--- src/rtl/nandcg_pkg.sv ---
package nandcg_pkg;
   localparam int ADDR_W  = 12;
   localparam int SETUP_W = 6;
   localparam int PULSE_W = 6;
   localparam int HOLD_W  = 5;
   localparam int CNT_W   = 6;

   typedef struct packed {
      logic [SETUP_W-1:0] setup;
      logic [PULSE_W-1:0] pulse;
      logic [HOLD_W-1:0]  hold;
   } nandcg_tim_t;

   typedef enum logic [1:0] {CYC_DOUT, CYC_ADDR, CYC_CMD, CYC_DIN} nandcg_kind_t;
   typedef enum logic [1:0] {ST_IDLE, ST_SETUP, ST_PULSE, ST_HOLD} nandcg_state_t;

   // Count value that makes a phase last v cycles; 0 is read as 1.
   function automatic logic [CNT_W-1:0] last_cnt(input logic [CNT_W-1:0] v);
      return (v == '0) ? '0 : v - 1'b1;
   endfunction
endpackage

--- src/rtl/nandcg_regs.sv ---
module nandcg_regs
   import nandcg_pkg::*;
(
   input  logic        clk,
   input  logic        rst_n,
   input  logic        wr_ctrl,
   input  logic        wr_tim,
   input  logic [31:0] wdata,
   input  logic        rb_n,
   output logic [7:0]  sel_q,
   output logic        wp_q,
   output logic        rdy,
   output nandcg_tim_t tim_q
);
   logic rb_meta_q, rb_sync_q;

   always_ff @(posedge clk or negedge rst_n) begin
      if (!rst_n) begin
         sel_q <= '0;
         wp_q  <= 1'b0;
      end else if (wr_ctrl) begin
         sel_q <= wdata[7:0];
         wp_q  <= wdata[8];
      end
   end

   always_ff @(posedge clk or negedge rst_n) begin
      if (!rst_n) begin
         tim_q.setup <= SETUP_W'(1);
         tim_q.pulse <= PULSE_W'(4);
         tim_q.hold  <= HOLD_W'(1);
      end else if (wr_tim) begin
         tim_q.setup <= wdata[17:12];
         tim_q.pulse <= wdata[10:5];
         tim_q.hold  <= wdata[4:0];
      end
   end

   always_ff @(posedge clk or negedge rst_n) begin
      if (!rst_n) begin
         rb_meta_q <= 1'b0;
         rb_sync_q <= 1'b0;
      end else begin
         rb_meta_q <= rb_n;
         rb_sync_q <= rb_meta_q;
      end
   end

   assign rdy = rb_sync_q;


   rdy_sync_chk: assert property (@(posedge clk) disable iff (!rst_n)
      $past(rb_meta_q) == rdy);
endmodule

--- src/rtl/nandcg_engine.sv ---
module nandcg_engine
   import nandcg_pkg::*;
#(
   parameter int NUM_CS = 4,
   parameter int CS_W   = 2
)(
   input  logic              clk,
   input  logic              rst_n,
   input  logic              start,
   input  nandcg_kind_t      kind,
   input  logic [CS_W-1:0]   bank,
   input  logic [7:0]        wbyte,
   input  nandcg_tim_t       tim,
   input  logic [7:0]        dq_in,
   output logic              busy,
   output logic              rd_fin,
   output logic [7:0]        rd_byte,
   output logic [NUM_CS-1:0] ce_n,
   output logic              cle,
   output logic              ale,
   output logic              we_n,
   output logic              re_n,
   output logic [7:0]        dq_out,
   output logic              dq_oe
);
   nandcg_state_t    state_q;
   logic [CNT_W-1:0] cnt_q;
   nandcg_kind_t     kind_q;
   logic [CS_W-1:0]  bank_q;
   logic [7:0]       byte_q;
   logic             rd_fin_q;
   logic             active, in_pulse, is_read;

   always_ff @(posedge clk or negedge rst_n) begin
      if (!rst_n) begin
         state_q  <= ST_IDLE;
         cnt_q    <= '0;
         kind_q   <= CYC_DOUT;
         bank_q   <= '0;
         byte_q   <= '0;
         rd_fin_q <= 1'b0;
      end else begin
         rd_fin_q <= 1'b0;
         case (state_q)
            ST_IDLE: if (start) begin
               state_q <= ST_SETUP;
               cnt_q   <= last_cnt(tim.setup);
               kind_q  <= kind;
               bank_q  <= bank;
               byte_q  <= wbyte;
            end
            ST_SETUP: if (cnt_q == '0) begin
               state_q <= ST_PULSE;
               cnt_q   <= last_cnt(tim.pulse);
            end else cnt_q <= cnt_q - 1'b1;
            ST_PULSE: if (cnt_q == '0) begin
               state_q <= ST_HOLD;
               cnt_q   <= last_cnt({1'b0, tim.hold});
               if (kind_q == CYC_DIN) byte_q <= dq_in;
            end else cnt_q <= cnt_q - 1'b1;
            default: if (cnt_q == '0) begin
               state_q  <= ST_IDLE;
               rd_fin_q <= (kind_q == CYC_DIN);
            end else cnt_q <= cnt_q - 1'b1;
         endcase
      end
   end

   assign active   = (state_q != ST_IDLE);
   assign in_pulse = (state_q == ST_PULSE);
   assign is_read  = (kind_q == CYC_DIN);

   for (genvar i = 0; i < NUM_CS; i++) begin : g_ce
      assign ce_n[i] = !(active && (bank_q == CS_W'(i)));
   end

   assign cle     = active && (kind_q == CYC_CMD);
   assign ale     = active && (kind_q == CYC_ADDR);
   assign we_n    = !(in_pulse && !is_read);
   assign re_n    = !(in_pulse && is_read);
   assign dq_oe   = active && !is_read;
   assign dq_out  = byte_q;
   assign busy    = active;
   assign rd_fin  = rd_fin_q;
   assign rd_byte = byte_q;


   dq_drive_chk: assert property (@(posedge clk) disable iff (!rst_n)
      dq_oe |-> (ce_n != {NUM_CS{1'b1}}));

   one_ce_chk: assert property (@(posedge clk) disable iff (!rst_n)
      (!we_n || !re_n) |-> ($countones(~ce_n) == 1));

   strobe_excl_chk: assert property (@(posedge clk) disable iff (!rst_n)
      !(!we_n && !re_n));

   latch_excl_chk: assert property (@(posedge clk) disable iff (!rst_n)
      !(cle && ale));

   rd_fin_chk: assert property (@(posedge clk) disable iff (!rst_n)
      rd_fin |-> $past(ce_n != {NUM_CS{1'b1}}));

   start_busy_chk: assert property (@(posedge clk) disable iff (!rst_n)
      (start && !busy) |=> busy);
endmodule

--- src/rtl/nand_cycle_gen.sv ---
module nand_cycle_gen
   import nandcg_pkg::*;
#(
   parameter int NUM_CS = 4,
   parameter int DATA_W = 32
)(
   input  logic              clk,
   input  logic              rst_n,
   input  logic              hst_req,
   input  logic              hst_wr,
   input  logic [11:0]       hst_addr,
   input  logic [DATA_W-1:0] hst_wdata,
   output logic [DATA_W-1:0] hst_rdata,
   output logic              hst_ack,
   output logic [NUM_CS-1:0] ce_n,
   output logic              cle,
   output logic              ale,
   output logic              we_n,
   output logic              re_n,
   output logic [7:0]        dq_out,
   output logic              dq_oe,
   input  logic [7:0]        dq_in,
   input  logic              rb_n,
   output logic              wp_n
);
   localparam int CS_W = (NUM_CS > 1) ? $clog2(NUM_CS) : 1;

   if (NUM_CS < 1 || NUM_CS > 4) begin : g_bad_cs
      $error("nand_cycle_gen: NUM_CS must be 1 to 4");
   end
   if (DATA_W != 32) begin : g_bad_dw
      $error("nand_cycle_gen: DATA_W must be 32");
   end

   logic [7:0]      sel_q, off, rd_byte;
   logic [2:0]      win;
   logic [CS_W-1:0] bank;
   logic            wp_q, rdy, busy, rd_fin, start;
   logic            is_ctrl, is_tim, is_bank, p_dat, p_adr, p_cmd;
   logic            bank_rd, bank_cyc;
   nandcg_tim_t     tim_q;
   nandcg_kind_t    kind;
   logic            unused_wdata;

   assign unused_wdata = ^{hst_wdata[DATA_W-1:18], hst_wdata[11]};

   assign off     = hst_addr[7:0];
   assign win     = hst_addr[10:8];
   assign bank    = win[CS_W-1:0];
   assign is_ctrl = (hst_addr == 12'h000);
   assign is_tim  = (hst_addr == 12'h004);
   assign is_bank = hst_addr[11] && (win < 3'(NUM_CS));
   assign p_dat   = is_bank && (off == 8'h00);
   assign p_adr   = is_bank && (off == 8'h04);
   assign p_cmd   = is_bank && (off == 8'h08);
   assign bank_rd = p_dat && !hst_wr;
   assign bank_cyc = p_dat || ((p_adr || p_cmd) && hst_wr);

   always_comb begin
      if (p_cmd)       kind = CYC_CMD;
      else if (p_adr)  kind = CYC_ADDR;
      else if (hst_wr) kind = CYC_DOUT;
      else             kind = CYC_DIN;
   end

   assign start   = hst_req && !busy && bank_cyc && !rd_fin;
   assign hst_ack = hst_req && !busy && (bank_rd ? rd_fin : !rd_fin);

   always_comb begin
      hst_rdata = '0;
      if (is_ctrl)      hst_rdata[9:0]  = {rdy, wp_q, sel_q};
      else if (is_tim)  hst_rdata[17:0] = {tim_q.setup, 1'b0, tim_q.pulse, tim_q.hold};
      else if (bank_rd) hst_rdata[7:0]  = rd_byte;
   end

   nandcg_regs u_regs (
      .clk     (clk),
      .rst_n   (rst_n),
      .wr_ctrl (hst_ack && hst_wr && is_ctrl),
      .wr_tim  (hst_ack && hst_wr && is_tim),
      .wdata   (hst_wdata[31:0]),
      .rb_n    (rb_n),
      .sel_q   (sel_q),
      .wp_q    (wp_q),
      .rdy     (rdy),
      .tim_q   (tim_q)
   );

   nandcg_engine #(.NUM_CS(NUM_CS), .CS_W(CS_W)) u_engine (
      .clk     (clk),
      .rst_n   (rst_n),
      .start   (start),
      .kind    (kind),
      .bank    (bank),
      .wbyte   (hst_wdata[7:0]),
      .tim     (tim_q),
      .dq_in   (dq_in),
      .busy    (busy),
      .rd_fin  (rd_fin),
      .rd_byte (rd_byte),
      .ce_n    (ce_n),
      .cle     (cle),
      .ale     (ale),
      .we_n    (we_n),
      .re_n    (re_n),
      .dq_out  (dq_out),
      .dq_oe   (dq_oe)
   );

   assign wp_n = wp_q;


   stall_chk: assert property (@(posedge clk) disable iff (!rst_n)
      (hst_req && busy) |-> !hst_ack);

   wp_pin_chk: assert property (@(posedge clk) disable iff (!rst_n)
      (hst_ack && hst_wr && is_ctrl) |=> (wp_n == $past(hst_wdata[8])));
endmodule

--- config.mk ---
export PLATFORM = sky130hd
export DESIGN_NAME = nand_cycle_gen
export DESIGN_NICKNAME = d
export VERILOG_FILES = /design/src/rtl/nandcg_pkg.sv /design/src/rtl/nandcg_regs.sv /design/src/rtl/nandcg_engine.sv /design/src/rtl/nand_cycle_gen.sv
export SDC_FILE = /design/constraint.sdc
export NUM_CORES = 1
export LEC_CHECK = 0
export ABC_CLOCK_PERIOD_IN_PS = 2720
export BUFFER_PORTS_ARGS = -buffer_cell sky130_fd_sc_hd__buf_4
export CORE_MARGIN = 2
export CORE_UTILIZATION = 51
export DETAILED_ROUTE_END_ITERATION = 10
export PLACE_DENSITY = 0.78
export REMOVE_ABC_BUFFERS = 1
export SLEW_MARGIN = 20
export SYNTH_ARGS = -nofsm -noshare
export SYNTH_HDL_FRONTEND = slang
export SYNTH_SLANG_ARGS = --single-unit
--- constraint.sdc ---
create_clock -name clk -period 2.72 [get_ports clk]
set_clock_uncertainty 0.15 [all_clocks]
set_input_delay 0.408 -clock clk [delete_from_list [all_inputs] [get_ports clk]]
set_output_delay 0.408 -clock clk [all_outputs]
set_load 0.01 [all_outputs]
==> results.txt, run 1 <==
Commonest non-fill, non-tap cell in the layout: buf_4
Port Buffer Count: 77
RSZ-0062 raised after global routing: no
GRT Overall Usage: 0.210
Setup violations, final: 0
Yosys warns: 0
Req. time, crit path: 2.76 ns
Post-synth cell types: 61
WL final: 7.15 mm
Worst slew margin: 0.554
Register-to-Register Setup Slack: 0.24 ns
Synth Area per Inst: 10.4 sq um
Power density cells: 691 nW/um^2
RR Startpoint: u_engine.state_q[0]
Post-synth ARST share: 1.00
DP Cell Count: 462
Max-cap violations: 0
CP max stage delay: 0.46 ns
Dpl hpwl: 5.42 mm
Most used DFF post-synth: dfrtp_1
GPL Wtd Cong: 0.834
DRT antenna net count: 0
Setup tns final: 0 ns
Mapped Area: 3260 sq um
Die W: 83.9 um
Worst-Skew Late Latency: 0.30 ns
Status: finished clean
Clock Tree Buf Depth: 2
P_leak: 1.93 nW
Via count: 2,626
Worst Path Max Fanout: 8
Final #Nets: 462
Layout cells sized above 1: 0.338
# IOs: 108
Inserted Diodes: 0
CTS clk-pin slew, worst paths: 0.09 ns
Switch share: 0.376
Buf/Inv on CP: 1
CP top delay family: compound AO/OA/AOI/OAI gates
Logic pwr share: 0.454
Area Growth Syn to Fin: 22.7%
Final Max Slew Viols: 0
Fin. Hold Viols: 0
Post-layout min period: 2.48 ns
Vias per std cell: 5.58
Root buffer cell: clkbuf_8
Worst setup SP type: flip-flop
CP Launch Point: u_engine.state_q[0]
Seq pwr share: 0.356
Critical Path AT: 2.52 ns
FF+latch count, synth: 49
Critical path class: reg2reg
First DRT Iteration DRCs: 216
CTS Buf Count: 5
Max H-tree Level: 2
NetSw: 1.04 mW
Levels on crit path: 7
First-pass GRT wire length: 12.3 mm
Most frequent cells in the layout: buf_4, dfrtp_1, inv_1
Wire length per cell: 15.2 um
R2R depth: 7
1st-pass router iterations: 4
Final std cells w/o fill: 471
Post-Place Setup Slack: 0.240 ns
Core area: 6280 sq um
Internal power: 1.73 mW
Final period util: 0.912
Max VDD drop: 0.439 mV
Initial antenna violation count: 0
Clock power frac: 0.190
Num Clock Sinks: 49
Least-Margin Pin Slew: 0.659 ns
Setup crit end: u_engine.dq_out[6]
Fillers: 490
Overflow after GRT: 0
Syn Inst Count: 312
CP max-delay cell: dfrtp_1
EDFF count, synth: 0
Crit. End Element: flip-flop
CTS tree: built
Worst r2r dst: u_engine.dq_out[6]
Sequential cell area fraction in the yosys report: 0.377
PnR worst setup slack: 0.240 ns
Vias in the first global route: 2,684
Largest net degree at the start of global routing: 50
DRC: 0
Worst hold slack: 0.0579 ns
Max Clk Rate: 403 MHz
Die Y: 83.9 um
Initial Util: 0.519
Postcts setup bufs: 0
Row count: 29
Crit path cell chain: inv_1, ha_1, and3b_1, nand4_1, o21ai_1, a21boi_4, mux2_1
Hold crit path type: in2reg
Die area: 7050 sq um
[power groups by stage]
stage          clock [mW]  sequential, mW  combinational (mW)
2_1_floorplan           0           0.995               0.781
3_3_place_gp            0           0.985                1.22
3_5_place_dp            0           0.996                1.25
4_1_cts             0.537           0.983                1.26
5_1_grt             0.560            1.01                1.39
6_report            0.526           0.985                1.25
[metal layers]
metal,wire [um],GRT usage,up-vias
li1,-,-,1274
met1,3050,0.269,1262
met2,3650,0.367,79
met3,348,0.0366,11
met4,99,0.0557,0
met5,0,0,-
[metrics by stage]
step | cell area [sq um] | utilization | total power, mW
2_1_floorplan | 3120 | - | 1.78
3_3_place_gp | 3880 | 0.618 | 2.20
3_5_place_dp | 3880 | 0.618 | 2.25
4_1_cts | 4000 | 0.637 | 2.78
5_1_grt | 4000 | 0.637 | 2.96
6_report | 4000 | 0.637 | 2.77
[cell type report]
type / instances / area [sq um] / share of cell area
sequential: 49 / 1230 / 0.307
timing repair buffer: 88 / 676 / 0.169
clock inverter: 2 / 38.8 / 0.00970
multi-input combinational: 227 / 1800 / 0.451
inverter: 22 / 82.6 / 0.0206
tap: 77 / 96.3 / 0.0241
clock buffer: 6 / 72.6 / 0.0181
[cells in the mapped netlist (all sizes together) (2+ instances only)]
master | n | area share
nor2 | 15 | 0.017
ha | 12 | 0.046
nor4 | 2 | 0.013
nand4b | 4 | 0.011
and3 | 3 | 0.0073
o21ai | 14 | 0.021
dfrtp | 46 | 0.35
a222oi | 8 | 0.025
o32ai | 2 | 0.0054
xnor2 | 7 | 0.019
nor4b | 2 | 0.0073
nand3 | 4 | 0.0061
a21oi | 11 | 0.017
nand2 | 9 | 0.010
nor3b | 5 | 0.012
o311ai | 2 | 0.0054
buf | 21 | 0.052
nand4 | 2 | 0.0038
a31oi | 2 | 0.0038
nand2b | 4 | 0.0077
nor2b | 3 | 0.0058
a211oi | 3 | 0.0069
clkbuf | 7 | 0.0081
dfstp | 3 | 0.024
mux2 | 44 | 0.16
o22a | 2 | 0.0054
inv | 22 | 0.025
o211ai | 2 | 0.0046
a22o | 3 | 0.0081
o31ai | 2 | 0.0046
o22ai | 6 | 0.012
and2 | 8 | 0.015
nand3b | 2 | 0.0046
nor3 | 10 | 0.019
or3 | 5 | 0.0096
[kinds of logic after synthesis]
family / synth area share
other cells: 0.00115
mux: 0.164
compound gates: 0.143
fa+ha+maj: 0.0461
buf+inv: 0.0852
xor+xnor: 0.0188
flops: 0.377
simple gates: 0.165
[worst min-delay path by stage]
stage,startpoint,to,slack (ns),cells after the start
6_report,rb_n,u_regs.rb_meta_q,0.06,1
5_1_grt,rb_n,u_regs.rb_meta_q,0.05,1
4_1_cts,rb_n,u_regs.rb_meta_q,0.05,1
3_5_place_dp,u_regs.rb_meta_q,u_regs.rdy,0.19,0
3_3_place_gp,u_regs.rb_meta_q,u_regs.rdy,0.18,0
2_1_floorplan,rst_n,u_engine.bank_q[0],-0.04,0
[what timing repair did]
| item | 4_1_cts | 5_1_grt |
|---|---|---|
| endpoints found under the hold margin | 46 | 0 |
| resized for setup | 0 | 0 |
| hold buffers | 1 | 0 |
[flip-flops by register name (all words and copies together), names as in the netlist]
signal            flops
u_regs.sel_q          8
u_regs.tim_q         17
u_engine.state_q      2
u_engine.cnt_q        6
u_regs.rb_meta_q      1
u_engine.rd_fin       1
u_regs.wp_q           1
u_engine.kind_q       2
u_engine.bank_q       2
u_regs.rdy            1
u_engine.dq_out       8
Note: power is estimated with default switching activity, not from simulation.
==> run 2, diff against run 1 <==
--- a/config.mk
+++ b/config.mk
@@ -10,6 +10,7 @@
 export CORE_MARGIN = 2
 export CORE_UTILIZATION = 51
 export DETAILED_ROUTE_END_ITERATION = 10
+export GPL_TIMING_DRIVEN = 0
 export PLACE_DENSITY = 0.78
 export REMOVE_ABC_BUFFERS = 1
 export SLEW_MARGIN = 20
==> run 2 against run 1 <==
Effect of this change:
- global-route usage is 0.11 points higher
- via count is 1.4% higher
- setup slack worse by 0.045 ns
- fmax is 1.8% lower
- sequential cell count stayed put
- final cell count is 0.21% higher
- sequential share of layout area is 0.61 points lower
- largest power group unchanged
==> results.txt, run 2 (synthesis gave the netlist of run 1 again) <==
Status: finished clean
Max reg flops: 17 (unchanged)
Max VDD drop: 0.421 mV (-4.0%)
GRT Overall Usage: 0.211 (+0.00109)
Vias per std cell: 5.64 (+1.2%)
Worst Path Max Fanout: 8 (unchanged)
Post-layout min period: 2.52 ns (+0.0447 ns)
Die Y: 83.9 um (unchanged)
Overflow after GRT: 0 (unchanged)
P_leak: 1.96 nW (+1.3%)
Post-layout util: 0.650 (+0.0130)
Setup violations, final: 0 (unchanged)
Internal power: 1.78 mW (+3.0%)
Die W: 83.9 um (unchanged)
RR Startpoint: u_engine.cnt_q[0]
Most frequent cells in the layout: buf_4, dfrtp_1, inv_1
Max H-tree Level: 2 (unchanged)
NetSw: 1.07 mW (+3.4%)
Num Clock Sinks: 49 (unchanged)
Worst setup SP type: flip-flop
Clock power frac: 0.188 (-0.002)
Switch share: 0.377 (+0.000979)
Multi-input gate area: 1870 sq um (+3.7%)
First DRT Iteration DRCs: 211 (-2.3%)
Final std cells w/o fill: 472 (+0.21%)
CTS Buf Count: 5 (unchanged)
Area Growth Syn to Fin: 25.2%
CP max-delay cell: dfrtp_1
Vias in the first global route: 2,738 (+2.0%)
Inserted Diodes: 0 (unchanged)
1st-pass router iterations: 4 (unchanged)
Final period util: 0.928 (+0.0164)
Wire length per cell: 15.8 um (+4.0%)
GPL Wtd Cong: 0.871 (+4.4%)
RSZ-0062 raised after global routing: no
Logic pwr share: 0.469 (+0.015)
Port Buffer Count: 77 (unchanged)
WL final: 7.46 mm (+4.3%)
Final #Nets: 463 (+0.22%)
DP Cell Count: 452 (-2.2%)
Fillers: 477 (-2.7%)
Fin. Hold Viols: 0 (unchanged)
Max Used Layer: met4
Worst-Skew Late Latency: 0.31 ns (about the same)
Largest net degree at the start of global routing: 50 (unchanged)
Initial antenna violation count: 0 (unchanged)
Power density cells: 699 nW/um^2 (+1.1%)
Initial Util: 0.519 (unchanged)
HP Start: rb_n
CTS clk-pin slew, worst paths: 0.10 ns (about the same)
DR WL met3: 374 um (+7.5%)
Via count: 2,664 (+1.4%)
Root buffer cell: clkbuf_8
CP Launch Point: u_engine.cnt_q[0]
Worst slew margin: 0.532 (-0.0220)
Routed length on met2: 3.79 mm (+3.7%)
Commonest non-fill, non-tap cell in the layout: buf_4
CTS tree: built
Layout cells sized above 1: 0.362 (+0.0245)
# IOs: 108 (unchanged)
Critical path class: reg2reg
Crit. End Element: flip-flop
Final Max Slew Viols: 0 (unchanged)
DRT antenna net count: 0 (unchanged)
First-pass GRT wire length: 12.4 mm (+1.1%)
Seq pwr share: 0.343 (-0.013)
Clock Tree Buf Depth: 2 (unchanged)
Max-cap violations: 0 (unchanged)
DRC: 0 (unchanged)
Seq. cell area: 1230 sq um (unchanged)
Most flops, register: u_regs.tim_q
Die area: 7050 sq um (unchanged)
CP max stage delay: 0.43 ns (-0.03 ns)
Dpl hpwl: 5.29 mm (-2.5%)
Row count: 29 (unchanged)
Req. time, crit path: 2.76 ns (about the same)
Core area: 6280 sq um (unchanged)
Least-Margin Pin Slew: 0.692 ns (+0.0325 ns)
Hold crit path type: in2reg
Worst hold slack: 0.0490 ns (-0.00888 ns)
Max Clk Rate: 396 MHz (-1.8%)
Critical Path AT: 2.57 ns (+0.05 ns)
Crit path cell chain: inv_1, ha_1, nor2b_2, nand2_1, or3_1, a21boi_4, buf_12, mux2_1
M1 wire length: 3.20 mm (+4.9%)
## run 2: path summary, 6_finish.rpt
check / endpoint / slack (ns) / cells after the start
setup / recovery: u_engine.dq_out[2] / 0.20 / 8
hold / removal: u_regs.rb_meta_q / 0.05 / 1
setup reg to reg: u_engine.dq_out[2] / 0.20 / 8
hold reg to reg: u_regs.rdy / 0.21 / 0
max in group asynchronous: u_engine.cnt_q[5] / 1.49 / 2
min in group asynchronous: u_regs.sel_q[7] / 0.51 / 2
## run 2: power groups by stage
stage	logic [mW]	registers, mW	clock network, mW
floorplan	0.781	0.995	0
global placement	1.15	0.987	0
detailed placement	1.19	0.992	0
CTS	1.25	0.978	0.548
global route	1.47	1.00	0.579
finish	1.34	0.980	0.536
## run 2: timing repair
item                       4_1_cts  5_1_grt
gates resized for setup          5        6
pin swaps                        0        4
gates cloned                     0        1
setup endpoints to repair       36       36
hold buffers                     1        0
buffers inserted                 1        9
hold endpoints to repair        46        0
## run 2: per-stage QoR
stage | setup WS, ns | area, sq um | setup TNS [ns] | power [mW]
after floorplan | -0.0152 | 3120 | -0.0914 | 1.78
after global routing | 0.0147 | 4080 | 0 | 3.05
final | 0.195 | 4080 | 0 | 2.85
after CTS | 0.0363 | 3960 | 0 | 2.78
after detailed placement | -0.377 | 3800 | -9.51 | 2.18
after global placement | -0.762 | 3790 | -15.87 | 2.14
## run 2: worst max-delay path: cells and delay by family (launching register included)
| kind | cells | cell delay (ns) |
|---|---|---|
| AND/OR/NAND/NOR | 3 | 0.88 |
| multiplexers | 1 | 0.32 |
| AO/OA/AOI/OAI | 1 | 0.19 |
| buffers and inverters | 2 | 0.26 |
| flip-flops | 1 | 0.43 |
| adder cells (fa/ha/maj) | 1 | 0.17 |
## run 2: layout make-up
class | instances | area share
multi-input cells | 228 | 0.459
repair buffers | 88 | 0.169
inverters | 22 | 0.0202
clock buffers | 5 | 0.0169
flip-flops and latches | 49 | 0.301
clock inverters | 3 | 0.0107
well taps | 77 | 0.0236
## run 2: layer usage
| metal | track usage | vias to the layer above |
|---|---|---|
| met3 | 0.0356 | 10 |
| met5 | 0 | - |
| met1 | 0.271 | 1283 |
| met2 | 0.364 | 85 |
| li1 | - | 1286 |
| met4 | 0.0645 | 0 |
==> run 3, diff against run 2 <==
--- a/config.mk
+++ b/config.mk
@@ -11,8 +11,10 @@
 export CORE_UTILIZATION = 51
 export DETAILED_ROUTE_END_ITERATION = 10
 export GPL_TIMING_DRIVEN = 0
+export MAX_ROUTING_LAYER = met4
 export PLACE_DENSITY = 0.78
 export REMOVE_ABC_BUFFERS = 1
+export SKIP_LAST_GASP = 1
 export SLEW_MARGIN = 20
 export SYNTH_ARGS = -nofsm -noshare
 export SYNTH_HDL_FRONTEND = slang
==> run 3 against run 2 <==
Effect of this change:
- non-clock buffer count unchanged
- die area did not move
- sequential share of layout area unchanged
- global-route usage rose by 0.62 points
- fmax is 0.26% lower
- critical path depth did not move
- via count is 0.19% higher
- sequential cell count is the same
==> results.txt, run 3 (synthesis gave the netlist of run 1 again) <==
Status: finished clean
Via count: 2,669 (+0.19%)
WHS Endpoint: u_regs.rb_meta_q
Inserted Diodes: 0 (unchanged)
Worst-Skew Late Latency: 0.30 ns (about the same)
Initial antenna violation count: 0 (unchanged)
1st-pass router iterations: 4 (unchanged)
RR Startpoint: u_engine.state_q[1]
Post-layout util: 0.650 (unchanged)
CTS Buf Count: 5 (unchanged)
Worst r2r dst: u_engine.dq_out[2]
WL final: 7.44 mm (-0.25%)
Final Max Slew Viols: 0 (unchanged)
Max Clk Rate: 395 MHz (-0.26%)
Layout cells sized above 1: 0.362 (unchanged)
Switch share: 0.375 (-0.00198)
CTS clk-pin slew, worst paths: 0.09 ns (about the same)
Logic pwr share: 0.468 (about the same)
Port Buffer Count: 77 (unchanged)
DRT antenna net count: 0 (unchanged)
Hold crit path type: in2reg
NetSw: 1.07 mW (-0.86%)
Crit. End Element: flip-flop
Post-layout total power: 2.84 mW (-0.34%)
# IOs: 108 (unchanged)
Clock power frac: 0.186 (-0.002)
Seq pwr share: 0.345 (+0.002)
First-pass GRT wire length: 12.4 mm (about the same)
Least-Margin Pin Slew: 0.659 ns (-0.0329 ns)
Row count: 29 (unchanged)
Die Y: 83.9 um (unchanged)
Clock Tree Buf Depth: 2 (unchanged)
CP Launch Point: u_engine.state_q[1]
Buf/Inv on CP: 2 (unchanged)
DRC: 0 (unchanged)
Die area: 7050 sq um (unchanged)
Final std cells w/o fill: 472 (unchanged)
CP top delay family: compound AO/OA/AOI/OAI gates
Register-to-Register Setup Slack: 0.19 ns (about the same)
Final period util: 0.931 (+0.00243)
GPL Wtd Cong: 0.885 (+1.6%)
Most flops, register: u_regs.tim_q
Num Clock Sinks: 49 (unchanged)
Setup tns final: 0 ns (unchanged)
Vias in the first global route: 2,733 (-0.18%)
Commonest non-fill, non-tap cell in the layout: buf_4
Worst setup SP type: flip-flop
Critical path class: reg2reg
Worst slew margin: 0.554 (+0.0223)
Max reg flops: 17 (unchanged)
Area Growth Syn to Fin: 25.2% (unchanged)
CP max-delay cell: dfrtp_1
Worst Path Max Fanout: 11 (+3)
Die W: 83.9 um (unchanged)
Internal power: 1.78 mW (about the same)
R2R depth: 8 (unchanged)
Fillers: 477 (unchanged)
Largest net degree at the start of global routing: 50 (unchanged)
Wire length per cell: 15.8 um (-0.25%)
Most frequent cells in the layout: buf_4, dfrtp_1, inv_1
Setup violations, final: 0 (unchanged)
Req. time, crit path: 2.76 ns (about the same)
Hold depth: 1 (unchanged)
Overflow after GRT: 0 (unchanged)
Final #Nets: 463 (unchanged)
Root buffer cell: clkbuf_8
Vias per std cell: 5.65 (+0.19%)
Power density cells: 697 nW/um^2 (-0.34%)
P_leak: 1.96 nW (unchanged)
Max VDD drop: 0.419 mV (-0.49%)
RSZ-0062 raised after global routing: no
Post-layout min period: 2.53 ns (+0.00661 ns)
Crit path cell chain: inv_1, ha_4, and3b_1, nand4_1, o21ai_2, a21boi_4, buf_12, mux2_1
Critical Path AT: 2.57 ns (about the same)
Max-cap violations: 0 (unchanged)
DP Cell Count: 452 (unchanged)
GRT Overall Usage: 0.217 (+0.00622)
Core area: 6280 sq um (unchanged)
CTS tree: built
Initial Util: 0.519 (unchanged)
CP max stage delay: 0.45 ns (+0.02 ns)
HP Start: rb_n
First DRT Iteration DRCs: 206 (-2.4%)
Fin. Hold Viols: 0 (unchanged)
Dpl hpwl: 5.29 mm (unchanged)
Max H-tree Level: 2 (unchanged)
[run 3: cell counts in the layout (fill, tap and decap cells not counted)]
No cell type changed its count.
[run 3: power by group through the flow]
stage                     Sequential [mW]  Combinational (mW)  Clock [mW]
after floorplan                     0.995               0.781           0
final                               0.982                1.33       0.530
after detailed placement            0.992                1.19           0
after global placement              0.987                1.15           0
after CTS                           0.978                1.25       0.548
after global routing                 1.00                1.47       0.578
[run 3: worst reg2reg max path: stages (launching register included)]
cell and delay, ns:
dfrtp_1 0.45, inv_1 0.15, ha_4 0.22, and3b_1 0.24
nand4_1 0.24, o21ai_2 0.27, a21boi_4 0.23, buf_12 0.15
mux2_1 0.33
[run 3: layer usage]
metal	track usage	up-vias	part of all wire
li1	-	1286	-
met1	0.274	1268	0.42
met2	0.365	98	0.51
met3	0.0317	17	0.052
met4	0.0645	0	0.016
met5	-	-	0
[run 3: layout make-up]
| class | count | area [sq um] | area share |
|---|---|---|---|
| Clock buffer | 5 | 68.8 | 0.0169 |
| Tap cell | 77 | 96.3 | 0.0236 |
| Timing Repair Buffer | 88 | 688 | 0.169 |
| Clock inverter | 3 | 43.8 | 0.0107 |
| Sequential cell | 49 | 1230 | 0.301 |
| Inverter | 22 | 82.6 | 0.0202 |
| Multi-Input combinational cell | 228 | 1870 | 0.459 |
[run 3: stage by stage]
stage,setup WS [ns],instance area [sq um],hold slack (ns)
finish,0.188,4080,0.0517
global route,0.0147,4080,0.0351
floorplan,-0.0152,3120,-0.0376
CTS,0.0363,3960,0.0427
global placement,-0.762,3790,0.182
detailed placement,-0.377,3800,0.187
[run 3: worst max path at each step]
stage	end	slack (ns)	depth (start not counted)
global placement	u_regs.wp_q	-0.76	6
global route	u_engine.dq_out[2]	0.01	8
CTS	hst_rdata[1]	0.04	7
detailed placement	u_regs.sel_q[5]	-0.38	6
finish	u_engine.dq_out[2]	0.19	8
floorplan	u_regs.sel_q[1]	-0.02	5
[run 3: timing repair]
action	in CTS	in global routing
hold buffers	1	0
buffers inserted	1	9
endpoints found under the setup margin	36	36
cloned	0	1
pin swaps	0	4
gates resized for setup	5	6
endpoints found under the hold margin	46	0
